$ cat config.mk
export PLATFORM = sky130hd
export DESIGN_NAME = earliest_hit_addr
export DESIGN_NICKNAME = d
export VERILOG_FILES = /design/src/rtl/ea_pkg.sv /design/src/rtl/ea_rst_sync.sv /design/src/rtl/ea_lowidx_enc.sv /design/src/rtl/ea_first_latch.sv /design/src/rtl/earliest_hit_addr.sv
export SDC_FILE = /design/constraint.sdc
export NUM_CORES = 1
export LEC_CHECK = 0
export BUFFER_PORTS_ARGS = -buffer_cell sky130_fd_sc_hd__buf_2
export CORE_UTILIZATION = 43
export DETAILED_ROUTE_END_ITERATION = 16
export MAX_ROUTING_LAYER = met4
export PLACE_DENSITY_LB_ADDON = 0.1
export SLEW_MARGIN = 10
export SYNTH_ARGS = -nofsm -noshare
export SYNTH_HDL_FRONTEND = slang
export SYNTH_SLANG_ARGS = --single-unit
$ cat constraint.sdc
create_clock -name clk -period 0.8 [get_ports clk]
set_clock_uncertainty 0.05 [all_clocks]
set_input_delay 0 -clock clk [delete_from_list [all_inputs] [get_ports clk]]
set_output_delay 0 -clock clk [all_outputs]
set_load 0.1 [all_outputs]
$ cat src/rtl/ea_pkg.sv
package ea_pkg;
  // Default channel count of one front-end bank.
  localparam int unsigned DEF_NUM_CH = 64;
  // Reset synchronizer depth.
  localparam int unsigned RST_STAGES = 2;
endpackage

$ cat src/rtl/ea_rst_sync.sv
module ea_rst_sync #(
  parameter int unsigned STAGES = ea_pkg::RST_STAGES
) (
  input  logic clk,
  input  logic rst_n,
  output logic rst_sync_n
);
  logic [STAGES-1:0] chain_q;

  always_ff @(posedge clk or negedge rst_n) begin
    if (!rst_n) chain_q <= '0;
    else        chain_q <= {chain_q[STAGES-2:0], 1'b1};
  end

  assign rst_sync_n = chain_q[STAGES-1];
endmodule

$ cat src/rtl/ea_lowidx_enc.sv
module ea_lowidx_enc #(
  parameter int unsigned N  = ea_pkg::DEF_NUM_CH,
  localparam int unsigned AW = $clog2(N)
) (
  input  logic [N-1:0]  req,
  output logic          found,
  output logic [AW-1:0] idx
);
  // Scan from the top so the lowest set index is left in idx.
  always_comb begin
    idx = '0;
    for (int i = N - 1; i >= 0; i--) begin
      if (req[i]) idx = AW'(i);
    end
    found = |req;
  end
endmodule

$ cat src/rtl/ea_first_latch.sv
module ea_first_latch #(
  parameter int unsigned AW = 6
) (
  input  logic          clk,
  input  logic          rst_n,
  input  logic          cross_end,
  input  logic          found,
  input  logic [AW-1:0] idx,
  output logic          held_vld,
  output logic [AW-1:0] held_addr,
  output logic          res_vld,
  output logic [AW-1:0] res_addr
);
  logic          vld_d;
  logic [AW-1:0] addr_d;
  logic          load_en;

  // Next state: load on the first hit, clear at the end of the crossing.
  always_comb begin
    load_en = cross_end | (found & ~held_vld);
    vld_d   = held_vld;
    addr_d  = held_addr;
    if (cross_end) begin
      vld_d  = 1'b0;
      addr_d = '0;
    end else if (found && !held_vld) begin
      vld_d  = 1'b1;
      addr_d = idx;
    end
  end

  always_ff @(posedge clk or negedge rst_n) begin
    if (!rst_n) begin
      held_vld  <= 1'b0;
      held_addr <= '0;
    end else if (load_en) begin
      held_vld  <= vld_d;
      held_addr <= addr_d;
    end
  end

  // Crossing result: an earlier hit beats the winner of the current cycle.
  always_comb begin
    res_vld  = held_vld | found;
    res_addr = '0;
    if (held_vld)   res_addr = held_addr;
    else if (found) res_addr = idx;
  end
endmodule

$ cat src/rtl/earliest_hit_addr.sv
module earliest_hit_addr #(
  parameter int unsigned NUM_CH = ea_pkg::DEF_NUM_CH,
  localparam int unsigned AW = $clog2(NUM_CH)
) (
  input  logic              clk,
  input  logic              rst_n,
  input  logic              bx_strobe,
  input  logic [NUM_CH-1:0] hit_in,
  input  logic [NUM_CH-1:0] chan_mask,
  output logic [AW-1:0]     hit_addr,
  output logic              addr_valid,
  output logic              any_hit
);
  logic              rst_sync_n;
  logic [NUM_CH-1:0] eff_hit;
  logic              cyc_found;
  logic [AW-1:0]     cyc_idx;
  logic              latch_busy;
  logic [AW-1:0]     latch_addr;
  logic              res_vld;
  logic [AW-1:0]     res_addr;
  logic [AW-1:0]     addr_d;
  logic              valid_d;
  logic              any_d;

  ea_rst_sync i_rst_sync (
    .clk        (clk),
    .rst_n      (rst_n),
    .rst_sync_n (rst_sync_n)
  );

  assign eff_hit = hit_in & ~chan_mask;

  ea_lowidx_enc #(.N(NUM_CH)) i_enc (
    .req   (eff_hit),
    .found (cyc_found),
    .idx   (cyc_idx)
  );

  ea_first_latch #(.AW(AW)) i_latch (
    .clk       (clk),
    .rst_n     (rst_sync_n),
    .cross_end (bx_strobe),
    .found     (cyc_found),
    .idx       (cyc_idx),
    .held_vld  (latch_busy),
    .held_addr (latch_addr),
    .res_vld   (res_vld),
    .res_addr  (res_addr)
  );

  // Output next state
  always_comb begin
    valid_d = res_vld;
    any_d   = res_vld;
    addr_d  = res_vld ? res_addr : '0;
  end

  // Output registers, enabled once per crossing
  always_ff @(posedge clk or negedge rst_sync_n) begin
    if (!rst_sync_n) begin
      hit_addr   <= '0;
      addr_valid <= 1'b0;
      any_hit    <= 1'b0;
    end else if (bx_strobe) begin
      hit_addr   <= addr_d;
      addr_valid <= valid_d;
      any_hit    <= any_d;
    end
  end
endmodule

# Word level (Yosys, flattened, before mapping)
# Index checks and enable logic that the tools add are counted.
# word_totals
reg_bits,16
out_inout_bits,8
# classes
n_reduce_logical,5
mux,71
bitwise,6
# ops
operator,n
$mux 6,69
$and 64x64->64,1
$not 64->64,1
$reduce_or 64->1,1
$mux 1,2
$or 1x1->1,2
$reduce_and 2->1,1
$reduce_bool 2->1,1
$and 1x1->1,1
$logic_and 1x1->1,1
$logic_not 1->1,1
$not 1->1,1

# Depth between registers and ports, before layout
# Gate-level depths: netlist (run 1).
# depth
depth_word,69
mapped_depth,8
ltp_nobuf,7

# Modules after synthesis
# A second synthesis (run 1) with hierarchy kept.
# hier_totals
cells_unflattened,277
hier_area_um2,2040.7
# modules_own_cells
module,seq_area_each_um2,n_inst,area_per_inst_um2,cells_per_inst
ea_lowidx_enc,0.0,1,887.1,145
earliest_hit_addr,175.2,1,688.2,92
ea_first_latch,175.2,1,411.6,37
ea_rst_sync,50.0,1,53.8,3

# Worst setup path after synthesis (run 1)
# OpenSTA, ideal clock, no wires.
# synth_timing
path_kind,input -> register
from,input port hit_in[42]
to,register i_latch.held_addr[0]
cell_stages,8
setup_ns,0.136
required_ns,0.614
slack_ns,-0.833
arrival_ns,1.447
cell_sequence,nor2b_1 -> nor4_4 -> nand4_2 -> o41ai_2 -> buf_6 -> nor2_1 -> a21oi_1 -> a211oi_2
# synth_via
elab_chain_cells,46
word_cells_on_any_way,52
cone_classes,mux: 45; bitwise: 3; reduce/logical: 4
# synth_rtl
item,line,rtl
start: declaration,earliest_hit_addr.sv:8,"input logic [NUM_CH-1:0] hit_in,"
$and 64x64->64 *,earliest_hit_addr.sv:32,assign eff_hit = hit_in & ~chan_mask;
$mux 6 (43 in a row),ea_lowidx_enc.sv:13,if (req[i]) idx = AW'(i);
$mux 6,ea_first_latch.sv:26,end else if (found && !held_vld) begin
$mux 6,ea_first_latch.sv:23,if (cross_end) begin
end signal: assignment,ea_first_latch.sv:38,held_addr <= addr_d;
end: declaration,ea_first_latch.sv:10,"output logic [AW-1:0] held_addr,"
# Mark *: on every way between the ends. The rest lies on a longest branch, timed or not. The select of a mux whose other input is x is not followed.
# A chain may end at the register's enable or synchronous reset.

# Worst setup path in the final report (run 1)
# layout_timing
from,input port hit_in[2]
to,register i_latch.held_addr[1]
# layout_via
elab_chain_cells,6
word_cells_on_any_way,12
cone_classes,mux: 5; bitwise: 3; reduce/logical: 4
# layout_rtl
item,line
$and 64x64->64 *,earliest_hit_addr.sv:32
"parallel branches: the longest is 5 deep, another holds $reduce_or 64->1",n/a
# Mark *: on every way between the ends. The select of a mux whose other input is x is not followed.

==> results.md, run 1 <==
Synth:
- Yosys mapped a number of flops with a built-in enable equal to 0.
- The yosys synthesis warning count is 0.
- The mean post-synth cell area is between 7 and 8 µm².
- Counting every instance in the synthesized netlist gives around 280.
- The sequential area share after synthesis is 0.1921.
- The multiplexer share of the synthesized area is 0.
- In the synthesized netlist the dominant register cell turns out to be sky130_fd_sc_hd__dfrtp_1.
- The share of flip-flops with an asynchronous set or reset after synthesis is 1.000.
- The distinct cell type count after synthesis is 56.
- The cell area that synthesis handed to floorplanning was around 0.0021 mm².
- Of the total synthesized cell area, the portion taken by AND, OR, NAND and NOR gates is 0.5090.
- Of the total synthesized cell area, the portion taken by XOR and XNOR cells is 0.
- After synthesis, the largest family of logic cells by area is simple AND/OR/NAND/NOR gates.
- The number of nets in the synthesized netlist is between 400 and 500.
- The adder-cell share of the synthesized area is 0.
- The complex-gate fraction of the synthesized area came to 0.2665.
- The flip-flop and latch count after synthesis is 16.

Critical path:
- The worst register-to-register path begins at i_latch.held_vld.
- The nature of the critical path startpoint is an input port.
- For flop-to-flop paths, the worst setup slack is -640 ps.
- Data arrives at the worst endpoint at roughly 1800 ps.
- The worst register-to-register path ends at i_latch.held_addr[2].
- The worst setup path category is in -> reg.
- The category of the worst setup path capture point is a flop.
- Along the worst path, the maximum fanout reaches 5.
- The cell count of the worst reg-to-reg path is 6.
- Data on the critical path is required at its endpoint by between 900 and 1000 ps.

Global routing:
- For this run the aggregate overflow at the end of global routing stands at 0.
- The via count of the first global-routing pass was ~2900.
- Across every metal layer, demand over resource in global routing totals 0.2898.
- The first global-routing pass estimated between 10000 and 15000 µm of wire.
- The initial antenna violation count is 0.
- The pin count of the biggest net entering global routing is 15.

Clock network:
- The register clock-pin slew on the reported worst setup and hold paths is about 70 ps.
- CTS built an H-tree with a depth of 1.
- The buffer levels on the longest clock path is 2.
- The total clock buffers created by CTS is 3.
- TritonCTS built the clock tree.
- The later-pin clock latency in the skew report is 260 ps.
- The clock net in this run drives a total of 16 sinks.
- CTS placed an instance of sky130_fd_sc_hd__clkbuf_8 at the clock tree root.

Floorplanning:
- The number of ports placed on the die boundary is around 140.
- The total core area is roughly 0.0045 mm².
- The die width is ~70 µm.
- The die is 71.63 µm tall.
- The total number of placement rows is 24.
- The initial standard-cell utilization of the core is 0.4628.
- The full die area is between 0.005 and 0.006 mm².

Finish:
- After filler insertion, the fill cell instance count of the layout stands at 300.
- The final layout contains 630 nets.
- The total non-filler cell area in the finished layout is 0.003810 mm².
- The repair_antennas step left the layout with diodes totalling 0.
- The share of final-layout standard cells stronger than drive strength 1 is 0.5442.
- The area growth from synthesis to final layout is 82.77%.

Placement:
- The placed instances occupy a cell area of about 0.0036 mm².
- The placed wire-length estimate is between 5000 and 6000 µm.
- Port buffering added around 140 buffers.
- Routability-driven placement finished with a final weighted congestion of roughly 0.83.

Drt:
- The detailed router's first-iteration violation count is ~170.
- The routed via count divided by cell count is roughly 5.4.
- After detailed routing, the number of remaining DRC violations is 0.
- The pre-antenna-repair detailed-routing pass consisted of 5 iterations.
- Wires add up to between 7000 and 8000 µm.
- The number of nets with antenna violations after detailed routing is 0.
- The post-detailed-route wirelength per cell is about 14 µm.
- The via count is between 2000 and 3000.

Outcome:
- The run finished, with violations left.
- The checks that failed: hold timing, setup timing.

Timing:
- The final count of negative-setup-slack endpoints is 22.
- The count of final max-slew check failures is 0.
- The number of failing hold endpoints at the final stage is 2.
- In the post-route analysis, the smallest setup slack over all paths is -884.5 ps.
- The clock period minus worst slack is approximately 1700 ps.
- The minimum hold slack is -6.017 ps.
- The final critical-path share of the clock period is 2.106.
- Setup repair after global routing could not meet its margin everywhere.
- For this run, the top clock speed supported by timing is ~590 MHz.
- The setup TNS is -11530 ps.

Power and ir drop:
- The leakage power summed over all cells is about 0.0019 µW.
- The highest ir drop seen on vdd is roughly 0.00065 V.
- For this design the ratio of total power to cell area is ~970 mW/mm².

Job:
- The tool flagged a number of max-cap violations equal to 0.

Worst hold path:
- The class of the tightest hold or removal check is in -> async.
-- critical path, cell delays in order --
cell                      delay (ps)
sky130_fd_sc_hd__buf_2            90
sky130_fd_sc_hd__nor2b_1         130
sky130_fd_sc_hd__nor4_1          300
sky130_fd_sc_hd__nand4_1         230
sky130_fd_sc_hd__o41ai_2         460
sky130_fd_sc_hd__buf_4           220
sky130_fd_sc_hd__buf_4           110
sky130_fd_sc_hd__nand2_1          40
sky130_fd_sc_hd__a21oi_1         210
-- per-layer routing --
metal / global-route usage / wire [µm] / part of all wire / up-vias
met4: 0.08497 / 177 / 0.023 / 0
met5: - / 0 / 0 / -
met1: 0.3132 / 3019 / 0.39 / 1337
met2: 0.5587 / 4078 / 0.53 / 140
li1: - / - / - / 1456
met3: 0.02391 / 389 / 0.051 / 19
-- synthesized netlist by cell type (all sizes together), types with 5 or more instances --
cell type  instances  area [µm²]
nor2b             45       321.6
nand2b            30       187.7
nor2              27       101.4
nand2             25       93.84
a21oi             18       93.84
dfrtp             16       400.4
o21ai             15       75.07
nor4              11       102.6
inv                9       33.78
a31oi              7       43.79
nor3               7       35.03
a211oi             6       50.05
a2111oi            5       81.33
-- how the worst max path moves through the flow --
stage / startpoint / end / slack [ps] / cells after the start
after CTS: hit_in[53] / hit_addr[1] / -770 / 10
after detailed placement: chan_mask[55] / i_latch.held_addr[0] / -1100 / 8
after global routing: hit_in[53] / hit_addr[1] / -960 / 10
after global placement: hit_in[53] / hit_addr[3] / -1010 / 9
final: hit_in[2] / i_latch.held_addr[1] / -880 / 9
after floorplan: hit_in[61] / hit_addr[3] / -820 / 8
-- cells by family after synthesis --
logic type | count (synthesis)
AND/OR/NAND/NOR | 170
AO/OA/AOI/OAI | 76
flip-flops | 16
buffers and inverters | 14
other | 1
-- sequential cells by signal (all words and copies together), names as in the netlist --
name,flops
i_rst_sync.chain_q,2
i_latch.held_addr,6
i_latch.held_vld,1
hit_addr,6
any_hit,1
-- power breakdown --
part / switching, µW / total [µW] / leakage, µW / internal, µW
clock network: 329 / 767 / 0.0000288 / 438
registers: 46.2 / 908 / 0.000194 / 862
logic: 981 / 2020 / 0.00164 / 1040
total: 1360 / 3700 / 0.00186 / 2340
-- layout make-up --
type | count | area (µm²) | share of cell area
clock buffers | 4 | 55.05 | 0.01445
inverters | 9 | 33.78 | 0.008867
multi-input cells | 247 | 1747 | 0.4585
flip-flops and latches | 16 | 410.4 | 0.1077
well taps | 52 | 65.06 | 0.01708
repair buffers | 222 | 1499 | 0.3934
-- layout by cell type, fill, tap and decap left out, types with 4 or more instances in the layout --
cell type,n
sky130_fd_sc_hd__a31oi_1,7
sky130_fd_sc_hd__buf_2,125
sky130_fd_sc_hd__buf_6,8
sky130_fd_sc_hd__nor3_1,4
sky130_fd_sc_hd__nor4_1,5
sky130_fd_sc_hd__a211oi_1,5
sky130_fd_sc_hd__buf_12,9
sky130_fd_sc_hd__nand2b_1,30
sky130_fd_sc_hd__inv_1,9
sky130_fd_sc_hd__nand2_1,24
sky130_fd_sc_hd__buf_4,79
sky130_fd_sc_hd__nor2_1,26
sky130_fd_sc_hd__clkbuf_8,4
sky130_fd_sc_hd__dfrtp_1,10
sky130_fd_sc_hd__nor2b_4,10
sky130_fd_sc_hd__dfrtp_2,5
sky130_fd_sc_hd__nor2b_1,33
sky130_fd_sc_hd__o21ai_0,13
sky130_fd_sc_hd__nor4_2,4
sky130_fd_sc_hd__a21oi_1,16
sky130_fd_sc_hd__o211ai_1,4
-- repair_timing --
item,4_1_cts,5_1_grt
setup endpoints to repair,22,22
gates cloned,0,1
endpoints found under the hold margin,2,0
gates resized for setup,16,15
buffers inserted,5,3
pin swaps,5,10
hold buffers,1,0
-- through the flow --
step / setup WS, ps / hold slack [ps] / util / instances / power (µW)
after floorplan: -818.2 / -345.6 / - / 277 / 1838
after global placement: -1014 / -263.8 / 0.7889 / 536 / 2758
after detailed placement: -1101 / -263.1 / 0.7889 / 536 / 2796
after CTS: -768.2 / 10.18 / 0.8264 / 546 / 3580
after global routing: -959.5 / 2.663 / 0.8458 / 550 / 3854
final: -884.5 / -6.017 / 0.8458 / 550 / 3700
(Power assumes the default switching activity.)
==> inputs of run 2 (changes only) <==
Settings changed: GPL_TIMING_DRIVEN from default to 0.
Clock period 0.8 ns to 1.9 ns, I/O delays scaled along.
==> run 2 against run 1 <==
The flow now finishes without violations. Clock-buffer cell count unchanged. Sequential cell count unchanged. Combinational power decreased by 71%. Via count decreased by 16%. First-iteration DRC count decreased by 28%. Cell count decreased by 14%. Sequential share of layout area increased by 3.0 points. Utilization decreased by 20 points. Critical path type unchanged.
==> results.md, run 2 (same netlist as run 1, synthesis figures left out) <==
Drt:
- The number of detailed-route iterations in the first pass was 4 (-1).
- The final wirelength is 5658 µm (-26%).
- The post-detailed-route wirelength per cell was 11.99 µm (-14%).
- The routed via count divided by cell count came to 5.282 (-1.6%).
- The detailed router's first-iteration violation count was 119 (-28%).
- The highest layer used for signal routing is met4.
- The via count is 2493 (-16%).
- The number of nets with antenna violations after detailed routing is 0 (unchanged).
- The residual DRC count came to 0 (unchanged).
- The met3 wirelength from detailed routing is 337 µm (-13%).
- The met1 wire length came to 2607 µm (-14%).
- The amount of wire on met2 after detailed routing is 2688 µm (-34%).

Critical path:
- On the critical path the largest part of the delay comes from compound AO/OA/AOI/OAI gates.
- The maximum cell stage delay along the critical path is 430 ps (-30 ps).
- The cell count of the worst reg-to-reg path is 7 (+1).
- The worst setup path is captured at a flop.
- The count of buffering cells on the critical path with inverters included is 1 (-2).
- The largest fanout of any net on the critical path is 5 (unchanged).
- Traced cell by cell, the critical path runs through buf_2 -> and2b_1 -> o21ai_0 -> a2111oi_1 -> a2111oi_0 -> o211ai_1 -> nand4b_1 -> a211oi_2.
- The startpoint of the worst setup timing path is chan_mask[55].
- The slowest stage of the critical path belongs to the cell sky130_fd_sc_hd__a2111oi_1.
- The required time of the worst setup path is 2020 ps (+1110 ps).
- The arrival time at the worst endpoint came to 1850 ps (+50 ps).
- The worst flop-to-flop path startpoint is i_latch.held_vld.
- The worst register-to-register path ends at hit_addr[1].
- The reg-to-reg setup timing slack is 360 ps (+1000 ps).
- By startpoint and endpoint, the worst setup path is classified as in -> reg.
- STA classifies the critical path startpoint as an input port.
- The instance count on the critical path came to 8 (-1).

Timing:
- Derived from the worst setup path, the maximum achievable clock frequency is just under 600 MHz.
- The minimum hold slack is 8.268 ps (+14.28 ps).
- The setup TNS is 0 ps (+11530 ps).
- The count of final max-slew check failures was 0 (unchanged).
- Subtracting the final worst setup slack from the clock period gives roughly 1700 ps.
- The worst-margin pin slew is about 850 ps.
- Headroom to the max-slew limit came out at 0.4206.
- The final count of negative-setup-slack endpoints was 0 (-100%).
- The final critical-path share of the clock period is 0.9091.
- The number of failing hold endpoints at the final stage came to 0 (-2).
- Setup repair after global routing left no endpoint under its margin.

Power and ir drop:
- The highest ir drop seen on vdd is 0.0002220 V (-66%).
- The power per standard cell area came to 436.4 mW/mm² (-55%).
- The final total power was 1272 µW (-66%).
- The leakage power summed over all cells came to 0.001357 µW (-27%).

Finish:
- Leaving out fill and tap cells, the most frequent cells in the layout are 138 x sky130_fd_sc_hd__buf_2, 38 x sky130_fd_sc_hd__nor2b_1, 30 x sky130_fd_sc_hd__nand2b_1, 27 x sky130_fd_sc_hd__nor2_1, 25 x sky130_fd_sc_hd__nand2_1.
- The library cell used most frequently in the layout, excluding fill and tap cells, is sky130_fd_sc_hd__buf_2.
- The area growth from synthesis to final layout is 39.86%.
- The number of nets in the final layout is 552 (-12%).
- The share of final-layout standard cells stronger than drive strength 1 is 0.4000 (-0.1442).
- The total inserted antenna cells is 0 (unchanged).
- The largest registers in the layout are hit_addr (6), i_latch.held_addr (6), i_rst_sync.chain_q (2).

Floorplanning:
- The number of ports placed on the die boundary is 139 (unchanged).
- The height of the die is 71.63 µm (unchanged).
- The full die area was 0.005130 mm² (unchanged).
- The initial standard-cell utilization of the core is 0.4628 (unchanged).
- The total number of placement rows is 24 (unchanged).
- The total core area is 0.004504 mm² (unchanged).
- The die width is 71.63 µm (unchanged).

Worst hold path:
- The min-delay analysis places its worst path in the category in -> async.

Clock network:
- The total clock buffers created by CTS was 3 (unchanged).
- TritonCTS built the clock tree.
- The register clock-pin slew on the reported worst setup and hold paths is 60 ps (about the same).
- In this run the clock root is driven by a sky130_fd_sc_hd__clkbuf_8.
- The later-pin clock latency in the skew report was 250 ps (about the same).
- The H-tree level count came to 1 (unchanged).
- The total clock sinks came to 16 (unchanged).
- The number of setup buffers added after CTS is 0 (-5).
- The buffer levels on the longest clock path is 2 (unchanged).

Global routing:
- The initial antenna violation count is 0 (unchanged).
- The overflow left after global routing is 0 (unchanged).
- The via count of the first global-routing pass was 2285 (-21%).
- The pin count of the biggest net entering global routing is 15 (unchanged).
- The global-route usage over all layers is 0.2229 (-0.06693).
- The wire length of the first global-routing pass is 9197 µm (-22%).

Placement:
- The placed wire-length estimate is 4827 µm (-18%).
- The total of buffers placed on input and output ports is 138 (unchanged).
- The final weighted congestion of routability-driven global placement is 0.8241 (-0.96%).

Outcome:
- The flow ran to the end, and the final reports show no timing, DRC or antenna violations.

Job:
- The reported max-cap violation count came to 0 (unchanged).
run 2: changes by cell type in the layout (fill, tap and decap cells not counted), sizes merged:
cell,change
clkbuf,+3
buf,-81
run 2: layout make-up:
cell class / count / area, µm²
sequential: 16 / 400.4
inverter: 9 / 33.78
timing repair buffer: 139 / 700.7
buffer: 5 / 30.03
fill: 434 / 1589
multi-input combinational: 247 / 1630
clock buffer: 4 / 55.05
tap: 52 / 65.06
run 2: power by group:
| part | switching [µW] | internal [µW] |
|---|---|---|
| Clock | 119 | 184 |
| Combinational | 337 | 256 |
| Sequential | 15.4 | 361 |
| Total | 471 | 801 |
run 2: worst max-delay path by stage:
stage	endpoint	slack, ps
4_1_cts	hit_addr[3]	80
3_3_place_gp	i_latch.held_addr[0]	-160
5_1_grt	hit_addr[1]	30
2_1_floorplan	i_latch.held_addr[0]	270
6_report	i_latch.held_addr[0]	170
3_5_place_dp	hit_addr[3]	-160
run 2: routing by layer:
layer / up-vias / GRT usage
met5: - / -
met4: 0 / 0.03704
met3: 4 / 0.02391
met2: 96 / 0.3983
met1: 1091 / 0.2750
li1: 1302 / -
run 2: worst register-to-register path, stage by stage, from the launching register on:
cell                       delay (ps)
sky130_fd_sc_hd__dfrtp_1          360
sky130_fd_sc_hd__clkbuf_1         210
sky130_fd_sc_hd__inv_1            120
sky130_fd_sc_hd__o41ai_2           90
sky130_fd_sc_hd__buf_6            160
sky130_fd_sc_hd__nor3_1           190
sky130_fd_sc_hd__o21ai_1          130
sky130_fd_sc_hd__a31oi_1          170
run 2: through the flow:
step	setup WS (ps)	cell area (µm²)	util	cells
floorplan	266.6	2085	-	277
global placement	-163.4	2840	0.6306	467
detailed placement	-164.5	2840	0.6306	467
CTS	76.63	2905	0.6450	472
global route	28.50	2915	0.6472	472
finish	172.8	2915	0.6472	472
run 2: repair_timing:
action                                  CTS  global route
endpoints found under the setup margin    0             6
endpoints found under the hold margin     2             0
resized for setup                         0             3
hold buffers                              1             0
==> inputs of run 3 (changes only) <==
Settings changed: REMOVE_ABC_BUFFERS from default to 1.
==> run 3 against run 2 <==
Final area fell by 0.60%. Clock power is 17% lower. Critical path depth did not move. Sequential cell count did not move. Global-route usage down 0.085 points. Routed wire length shrank 0.65%. Largest cell class unchanged. Sequential share of layout area is 0.083 points higher. Sequential power is essentially flat. Fmax shrank 0.50%. Cell count shrank 0.85%. Critical endpoint unchanged.
==> results.md, run 3 (same netlist as run 1, synthesis figures left out) <==
Global routing:
- The pin count of the biggest net entering global routing is 22 (+7).
- The via count of the first global-routing pass was 2234 (-2.2%).
- The wire length of the first global-routing pass was 9163 µm (-0.37%).
- The overflow left after global routing is 0 (unchanged).
- The initial antenna violation count is 0 (unchanged).
- The global-route usage over all layers is 0.2221 (-0.0008506).

Drt:
- The post-detailed-route wirelength per cell is 12.01 µm (+0.20%).
- The via count was 2493 (unchanged).
- The number of nets with antenna violations after detailed routing is 0 (unchanged).
- The routed via count divided by cell count is 5.327 (+0.85%).
- The residual DRC count was 0 (unchanged).
- The detailed router's first-iteration violation count is 103 (-13%).
- The number of detailed-route iterations in the first pass is 4 (unchanged).
- The final wirelength was 5621 µm (-0.65%).

Timing:
- The worst max-slew margin expressed relative to the limit is 0.4120 (-0.008565).
- The count of final max-slew check failures came to 0 (unchanged).
- Setup repair after global routing left no endpoint under its margin.
- The clock period minus worst slack is 1736 ps (+8.725 ps).
- The worst-margin pin slew is 859.8 ps (+12.52 ps).
- The final critical-path share of the clock period is 0.9137 (+0.004592).
- The setup slack after layout is 164.1 ps (-8.725 ps).
- The final count of negative-setup-slack endpoints is 0 (unchanged).
- The number of failing hold endpoints at the final stage was 0 (unchanged).
- The peak clock frequency supported by timing was 576.1 MHz (-0.50%).

Power and ir drop:
- The highest ir drop seen on vdd is 0.0002230 V (+0.46%).
- The power per standard cell area is 420.4 mW/mm² (-3.7%).
- The leakage power summed over all cells is 0.001360 µW (+0.28%).

Clock network:
- The buffer levels on the longest clock path is 2 (unchanged).
- The total clock sinks was 16 (unchanged).
- The total clock buffers created by CTS is 3 (unchanged).
- The CTS tree is built.
- The CTS root buffer is sky130_fd_sc_hd__clkbuf_8.
- The later-pin clock latency in the skew report is 250 ps (about the same).
- The register clock-pin slew on the reported worst setup and hold paths is 60 ps (about the same).
- The H-tree level count is 1 (unchanged).

Critical path:
- The arrival time at the worst endpoint was 1800 ps (-50 ps).
- The cell count of the worst reg-to-reg path was 6 (-1).
- The required time of the worst setup path is 1970 ps (-50 ps).
- STA classifies the critical path startpoint as an input port.
- The endpoint identified for the worst register-to-register timing path is hit_addr[2].
- The worst flop-to-flop path startpoint is i_latch.held_vld.
- The category of the worst setup path capture point is a flop.
- The reg-to-reg setup timing slack is 400 ps (+40 ps).
- The largest fanout of any net on the critical path is 2 (-3).
- The worst setup path category is in -> reg.

Placement:
- The post-place setup slack was -567.4 ps (-402.9 ps).
- The area after detailed placement came to 0.002810 mm² (-1.1%).
- The total placed cells including tap cells came to 462 (-1.1%).
- The placed wire-length estimate is 4817 µm (-0.21%).
- The total of buffers placed on input and output ports is 138 (unchanged).
- The final weighted congestion of routability-driven global placement is 0.8364 (+1.5%).

Outcome:
- The run finished with clean final reports.

Finish:
- The total non-filler cell area in the finished layout is 0.002898 mm² (-0.60%).
- The total inserted antenna cells came to 0 (unchanged).
- The number of nets in the final layout is 549 (-0.54%).
- The area growth from synthesis to final layout is 39.02%.
- In the final layout, the registers with the most flip-flops are hit_addr (6), i_latch.held_addr (6), i_rst_sync.chain_q (2).
- The share of final-layout standard cells stronger than drive strength 1 came to 0.4014 (+0.001442).
- The top cell types in the final layout, fill and taps aside, are 138 x sky130_fd_sc_hd__buf_2, 38 x sky130_fd_sc_hd__nor2b_1, 30 x sky130_fd_sc_hd__nand2b_1, 27 x sky130_fd_sc_hd__nor2_1, 25 x sky130_fd_sc_hd__nand2_1.
- The most common library cell in the layout ignoring fill and taps is sky130_fd_sc_hd__buf_2.
- The number of non-filler instances in the completed layout is 468 (-0.85%).
- The layout filler cell count is 428 (-1.4%).

Job:
- The reported max-cap violation count is 0 (unchanged).

Worst hold path:
- The class of the tightest hold or removal check is in -> async.

Floorplanning:
- The total number of placement rows is 24 (unchanged).
- The initial standard-cell utilization of the core came to 0.4628 (unchanged).
- The height of the die was 71.63 µm (unchanged).
- The full die area was 0.005130 mm² (unchanged).
- The total core area is 0.004504 mm² (unchanged).
- The number of ports placed on the die boundary is 139 (unchanged).
- The die width is 71.63 µm (unchanged).
## run 3: worst max-delay path, cell delays in order
cell	delay, ps
sky130_fd_sc_hd__buf_2	110
sky130_fd_sc_hd__or2b_1	210
sky130_fd_sc_hd__a211oi_1	240
sky130_fd_sc_hd__o211ai_1	140
sky130_fd_sc_hd__a2111oi_0	600
sky130_fd_sc_hd__o211ai_1	210
sky130_fd_sc_hd__nand4b_1	210
sky130_fd_sc_hd__a211oi_2	80
## run 3: layer usage
| metal | GRT usage | up-vias | routed length (µm) |
|---|---|---|---|
| li1 | - | 1300 | - |
| met1 | 0.2612 | 1111 | 2472 |
| met2 | 0.4151 | 82 | 2874 |
| met3 | 0.02813 | 0 | 275 |
| met4 | 0.02397 | 0 | 0 |
| met5 | - | - | 0 |
## run 3: cell type report
cell class | count | area (µm²) | share of cell area
Timing Repair Buffer | 141 | 715.7 | 0.2470
Sequential cell | 16 | 400.4 | 0.1382
Inverter | 9 | 33.78 | 0.01166
Multi-Input combinational cell | 247 | 1642 | 0.5665
Tap cell | 52 | 65.06 | 0.02245
Clock buffer | 3 | 41.29 | 0.01425
## run 3: through the flow
stage	hold WS [ps]	util	TNS, ps	total power, µW
4_1_cts	9.184	0.6411	0	1224
2_1_floorplan	-345.6	-	0	753.8
3_3_place_gp	-263.9	0.6239	-5240	956.6
6_report	5.563	0.6433	0	1218
3_5_place_dp	-262.1	0.6239	-5233	964.4
5_1_grt	34.43	0.6433	0	1298
## run 3: how the worst max path moves through the flow
stage	endpoint	depth (start not counted)	slack (ps)	startpoint
finish	i_latch.held_addr[0]	8	160	chan_mask[62]
global placement	hit_addr[3]	8	-570	hit_in[12]
global route	i_latch.held_addr[0]	8	10	chan_mask[62]
floorplan	i_latch.held_addr[0]	7	10	hit_in[42]
CTS	hit_addr[3]	9	110	hit_in[13]
detailed placement	i_latch.held_addr[0]	8	-570	hit_in[13]
## run 3: what timing repair did
action / CTS / global route
endpoints found under the setup margin: 10 / 8
gates resized for setup: 1 / 3
pin swaps: 1 / 0
buffers inserted: 2 / 0
hold buffers: 1 / 0
endpoints found under the hold margin: 2 / 0
cloned: 0 / 0
## run 3: report_power, final
| group | internal [µW] | switching (µW) | total (µW) |
|---|---|---|---|
| sequential | 361 | 17.5 | 379 |
| clock | 140 | 109 | 250 |
| combinational | 256 | 334 | 590 |
| total | 757 | 461 | 1220 |
